### config.mk
export PLATFORM = sky130hd
export DESIGN_NAME = vfd_serial_driver
export DESIGN_NICKNAME = d
export VERILOG_FILES = /design/src/rtl/vfd_drv_pkg.sv /design/src/rtl/vfd_edge_sense.sv /design/src/rtl/vfd_frame_fsm.sv /design/src/rtl/vfd_shift_chain.sv /design/src/rtl/vfd_disp_latch.sv /design/src/rtl/vfd_serial_driver.sv
export SDC_FILE = /design/constraint.sdc
export NUM_CORES = 1
export LEC_CHECK = 0
export BUFFER_PORTS_ARGS = -buffer_cell sky130_fd_sc_hd__buf_4
export CELL_PAD_IN_SITES_DETAIL_PLACEMENT = 1
export CELL_PAD_IN_SITES_GLOBAL_PLACEMENT = 2
export CORE_MARGIN = 2
export CORE_UTILIZATION = 45
export DETAILED_ROUTE_END_ITERATION = 12
export PLACE_DENSITY = 0.9
export SYNTH_ARGS = -nofsm -noshare
export SYNTH_HDL_FRONTEND = slang
export SYNTH_SLANG_ARGS = --single-unit
### constraint.sdc
create_clock -name clk -period 2.1 [get_ports clk]
set_clock_uncertainty 0.1 [all_clocks]
set_input_delay 0.315 -clock clk [delete_from_list [all_inputs] [get_ports clk]]
set_output_delay 0.315 -clock clk [all_outputs]
set_load 0.05 [all_outputs]
### src/rtl/vfd_drv_pkg.sv
package vfd_drv_pkg;

    // Framing states of the enable envelope
    typedef enum logic [1:0] {
        ST_IDLE  = 2'd0,
        ST_SHIFT = 2'd1,
        ST_LOAD  = 2'd2
    } frame_state_e;

endpackage

### src/rtl/vfd_edge_sense.sv
// Detects a low-to-high step of the serial clock as seen by the system clock.
module vfd_edge_sense (
    input  logic clk,
    input  logic rst_n,
    input  logic ser_clk,
    output logic clk_rise
);
    logic sclk_q;

    always_ff @(posedge clk or negedge rst_n) begin
        if (!rst_n) begin
            sclk_q <= 1'b0;
        end else begin
            sclk_q <= ser_clk;
        end
    end

    assign clk_rise = ser_clk & ~sclk_q;
endmodule

### src/rtl/vfd_frame_fsm.sv
// Tracks the enable envelope and issues shift and load strobes.
module vfd_frame_fsm
    import vfd_drv_pkg::*;
(
    input  logic         clk,
    input  logic         rst_n,
    input  logic         ser_en,
    input  logic         clk_rise,
    output frame_state_e state_o,
    output logic         shift_pulse,
    output logic         load_pulse
);
    frame_state_e state_q;
    frame_state_e state_d;

    // State register
    always_ff @(posedge clk or negedge rst_n) begin
        if (!rst_n) begin
            state_q <= ST_IDLE;
        end else begin
            state_q <= state_d;
        end
    end

    // Next state
    always_comb begin
        state_d = state_q;
        unique case (state_q)
            ST_IDLE:  state_d = ser_en ? ST_SHIFT : ST_IDLE;
            ST_SHIFT: state_d = ser_en ? ST_SHIFT : ST_LOAD;
            ST_LOAD:  state_d = ser_en ? ST_SHIFT : ST_IDLE;
            default:  state_d = ST_IDLE;
        endcase
    end

    // Outputs
    always_comb begin
        shift_pulse = clk_rise & ser_en;
        load_pulse  = 1'b0;
        unique case (state_q)
            ST_IDLE:  load_pulse = 1'b0;
            ST_SHIFT: load_pulse = 1'b0;
            ST_LOAD:  load_pulse = 1'b1;
            default:  load_pulse = 1'b0;
        endcase
    end

    assign state_o = state_q;
endmodule

### src/rtl/vfd_shift_chain.sv
// Serial-in shift register; data enters stage 0 and leaves at the top stage.
module vfd_shift_chain #(
    parameter int WIDTH = 32
) (
    input  logic             clk,
    input  logic             rst_n,
    input  logic             shift_pulse,
    input  logic             ser_din,
    output logic [WIDTH-1:0] stages,
    output logic             top_bit
);
    localparam int TOP = WIDTH - 1;

    logic [WIDTH-1:0] stage_q;
    logic [WIDTH-1:0] stage_nxt;

    for (genvar i = 0; i < WIDTH; i++) begin : g_stage
        if (i == 0) begin : g_head
            assign stage_nxt[i] = ser_din;
        end else begin : g_body
            assign stage_nxt[i] = stage_q[i-1];
        end
    end

    always_ff @(posedge clk or negedge rst_n) begin
        if (!rst_n) begin
            stage_q <= '0;
        end else if (shift_pulse) begin
            stage_q <= stage_nxt;
        end
    end

    assign stages  = stage_q;
    assign top_bit = stage_q[TOP];
endmodule

### src/rtl/vfd_disp_latch.sv
// Display register with non-destructive blanking of the outputs.
module vfd_disp_latch #(
    parameter int WIDTH = 32
) (
    input  logic             clk,
    input  logic             rst_n,
    input  logic             load_pulse,
    input  logic [WIDTH-1:0] stages,
    input  logic             blank,
    output logic [WIDTH-1:0] disp,
    output logic [WIDTH-1:0] seg_out
);
    logic [WIDTH-1:0] disp_q;

    always_ff @(posedge clk or negedge rst_n) begin
        if (!rst_n) begin
            disp_q <= '0;
        end else if (load_pulse) begin
            disp_q <= stages;
        end
    end

    for (genvar i = 0; i < WIDTH; i++) begin : g_gate
        assign seg_out[i] = disp_q[i] & ~blank;
    end

    assign disp = disp_q;
endmodule

### src/rtl/vfd_serial_driver.sv
// Enable-framed serial display driver with cascade output and blanking.
module vfd_serial_driver
    import vfd_drv_pkg::*;
#(
    parameter int WIDTH = 32
) (
    input  logic             clk,
    input  logic             rst_n,
    input  logic             ser_clk,
    input  logic             ser_en,
    input  logic             ser_din,
    input  logic             blank,
    output logic             ser_dout,
    output logic [WIDTH-1:0] seg_out
);
    logic             clk_rise;
    logic             shift_pulse;
    logic             load_pulse;
    frame_state_e     state_q;
    logic [WIDTH-1:0] sh_q;
    logic [WIDTH-1:0] disp_q;

    vfd_edge_sense u_edge (
        .clk      (clk),
        .rst_n    (rst_n),
        .ser_clk  (ser_clk),
        .clk_rise (clk_rise)
    );

    vfd_frame_fsm u_fsm (
        .clk         (clk),
        .rst_n       (rst_n),
        .ser_en      (ser_en),
        .clk_rise    (clk_rise),
        .state_o     (state_q),
        .shift_pulse (shift_pulse),
        .load_pulse  (load_pulse)
    );

    vfd_shift_chain #(.WIDTH(WIDTH)) u_chain (
        .clk         (clk),
        .rst_n       (rst_n),
        .shift_pulse (shift_pulse),
        .ser_din     (ser_din),
        .stages      (sh_q),
        .top_bit     (ser_dout)
    );

    vfd_disp_latch #(.WIDTH(WIDTH)) u_disp (
        .clk        (clk),
        .rst_n      (rst_n),
        .load_pulse (load_pulse),
        .stages     (sh_q),
        .blank      (blank),
        .disp       (disp_q),
        .seg_out    (seg_out)
    );
endmodule

==> reports/results.ini <==
[floorplanning]
fp.dieH_um = 85.4
core_mm2 = 0.00639
die_w_um = 85.4
num_io_pins = 39
dieArea_mm2 = 0.00730
start_util = 0.467
rows = 29

[synthesis]
synth_top_area_frac = 0.562
syn_area_per_cell_um2 = 16.9
synthTopCellsByArea = dfrtp_1 (56%), mux2_4 (30%), nor2b_1 (6.7%)
yosysWarnings = 0
syn_nets = 183
netlist_instances = 177
ys_seq_area_frac = 0.562
synth_top_cell_by_area = dfrtp_1
yosys_register_bits = 67
syn_area_mm2 = 0.00298
ys_types = 12

[power_and_ir_drop]
p_leak_uw = 0.00181
p_int_uw = 2280
sw_frac_of_total = 0.273
p_sw_uw = 856
p_total_uw = 3130
power.share.combinational = 0.191
seqPwrFrac = 0.498
clkPwrFrac = 0.311
ir_drop_uv = 551
power_density_mw_per_mm2 = 904

[detailed_routing]
drc = 0
drt_iter0_drc = 43
vias_per_cell = 4.90
route.vias.total = 1474
postRouteWirelength_um = 5090
drt.antenna.violating_nets = 0
drtPass1Iterations = 3
post_drt_wl_per_cell_um = 16.9

[global_routing]
overflow = 0
grt_first_pass_wirelength_um = 8580
antenna_found_initial = 0
track_usage = 0.158
grt_pass1_vias = 1622
grt.busiest_layer = met2
grt_use_met1 = 0.217
use_met3 = 0.0496
globalRouteMet2Util = 0.234
grt_max_degree = 68

[cts]
clk_latency_ns = 0.34
path_clk_slew_ns = 0.06
cts_tree = done
root_buffer = clkbuf_8
cts_buffers = 9
cts.path.max_buffers = 2
cts_setup_buffers = 0
htreeDepth = 3
clock_sinks = 67

[sta]
clock.fmax_mhz = 558
relSlewSlack = 0.447
fin_tns_setup_ns = 0
slew_viol_final = 0
hold_violations = 0
layout_min_cycle_time_ns = 1.79
finalSetupViolCount = 0
worstMarginPinSlew_ns = 0.829
min_period_over_period = 0.853
rsz0062_at_grt = no

[worst_setup_path]
r2r_slack_ns = 0.49
end_kind = register
critPathKind = input port to register
cp_data_arrival_time_ns = 1.91
reg2reg_depth = 2
slowest_delay_ns = 0.52
slowest_stage = dlygate4sd3_1
path_delay_family = buffers and inverters
worst_setup_path_start_kind = input port
cp_cell_sequence = dlygate4sd3_1 > buf_4 > nand3b_4 > mux2_4
path_max_fanout = 32
required_ns = 2.22
cp_num_cells = 4
cp_num_buf_inv = 2

[placed_design]
placed_cells = 284
gp_congestion = 0.689
port_buffers = 38
hpwlAfterDp_um = 3230

[hold_path]
hold_class = input port to register
whs_path_depth = 2

[cells_and_area]
multi_input_area_mm2 = 0.00119
fillCellCount = 626
post_route_cells_drive_above_1_share = 0.536
regArea_mm2 = 0.00168
nets = 226
post_layout_nonfiller_instances = 301
final_common_cell = dfrtp_1
n_antenna_cell = 0
fin_util = 0.543
final_cell_mix = dfrtp_1 (67), mux2_4 (60), buf_4 (40), nor2b_1 (32), clkbuf_8 (12)
syn2layout_area_growth_pct = 16.2

[job]
maxCapViolCount = 0

[outcome]
status = finished clean

[routing by layer]
metal	share of wire	wire length (µm)
met4	0.019	97
met5	0	0
met2	0.47	2380
met3	0.040	203
met1	0.47	2410
[area by class of cell]
type / instances / area share
Tap cell: 77 / 0.0278
Clock inverter: 2 / 0.00289
Clock buffer: 13 / 0.0487
Timing Repair Buffer: 42 / 0.0924
Multi-Input combinational cell: 100 / 0.345
Sequential cell: 67 / 0.484
[metrics by stage]
stage | cell area (µm²) | hold WS [ns] | setup slack, ns
global placement | 3270 | 0.340 | 0.499
finish | 3470 | 0.0713 | 0.309
floorplan | 2980 | -0.0806 | 0.473
CTS | 3470 | 0.0599 | 0.313
global route | 3470 | 0.0608 | 0.246
detailed placement | 3270 | 0.356 | 0.479
[flip-flops by register name (all words and copies together) (netlist names)]
register,cells
u_chain.stages,32
u_disp.disp,32
u_fsm.state_o,2
u_edge.sclk_q,1
[cells by family (layout without fill, tap and decap cells)]
kind of cell	after synthesis	count (layout)	synth area share
flip-flops	67	67	0.562
multiplexers	64	64	0.317
AND/OR/NAND/NOR	35	35	0.0810
buffers and inverters	10	57	0.0373
AO/OA/AOI/OAI	1	1	0.00252
[repair_timing]
action,CTS,global route
gates resized for setup,0,0
hold endpoints to repair,8,0
hold buffers,2,0
[Yosys cell counts]
library cell	instances
nor2b_4	1
buf_8	1
nor3b_1	1
buf_6	4
buf_12	2
nor2b_1	32
mux2_4	60
dfrtp_1	67
mux2_2	4
clkbuf_1	3
a21boi_0	1
nand3b_4	1
[final timing paths]
| check | to | from |
|---|---|---|
| setup / recovery | u_chain.stages[13] | ser_clk |
| hold / removal | u_fsm.state_o[1] | ser_en |
| setup reg to reg | u_chain.stages[13] | u_edge.sclk_q |
| hold reg to reg | u_fsm.state_o[1] | u_fsm.state_o[1] |
| max in group asynchronous | u_chain.stages[13] | rst_n |
| min in group asynchronous | u_disp.disp[18] | rst_n |
[power groups by stage]
stage | logic, µW | registers (µW) | clock network [µW]
after floorplan | 478 | 1540 | 0
after global placement | 577 | 1590 | 0
after detailed placement | 596 | 1580 | 0
after CTS | 607 | 1560 | 1010
after global routing | 634 | 1590 | 1080
final | 599 | 1560 | 974
Power figures use the tool's default switching activity.
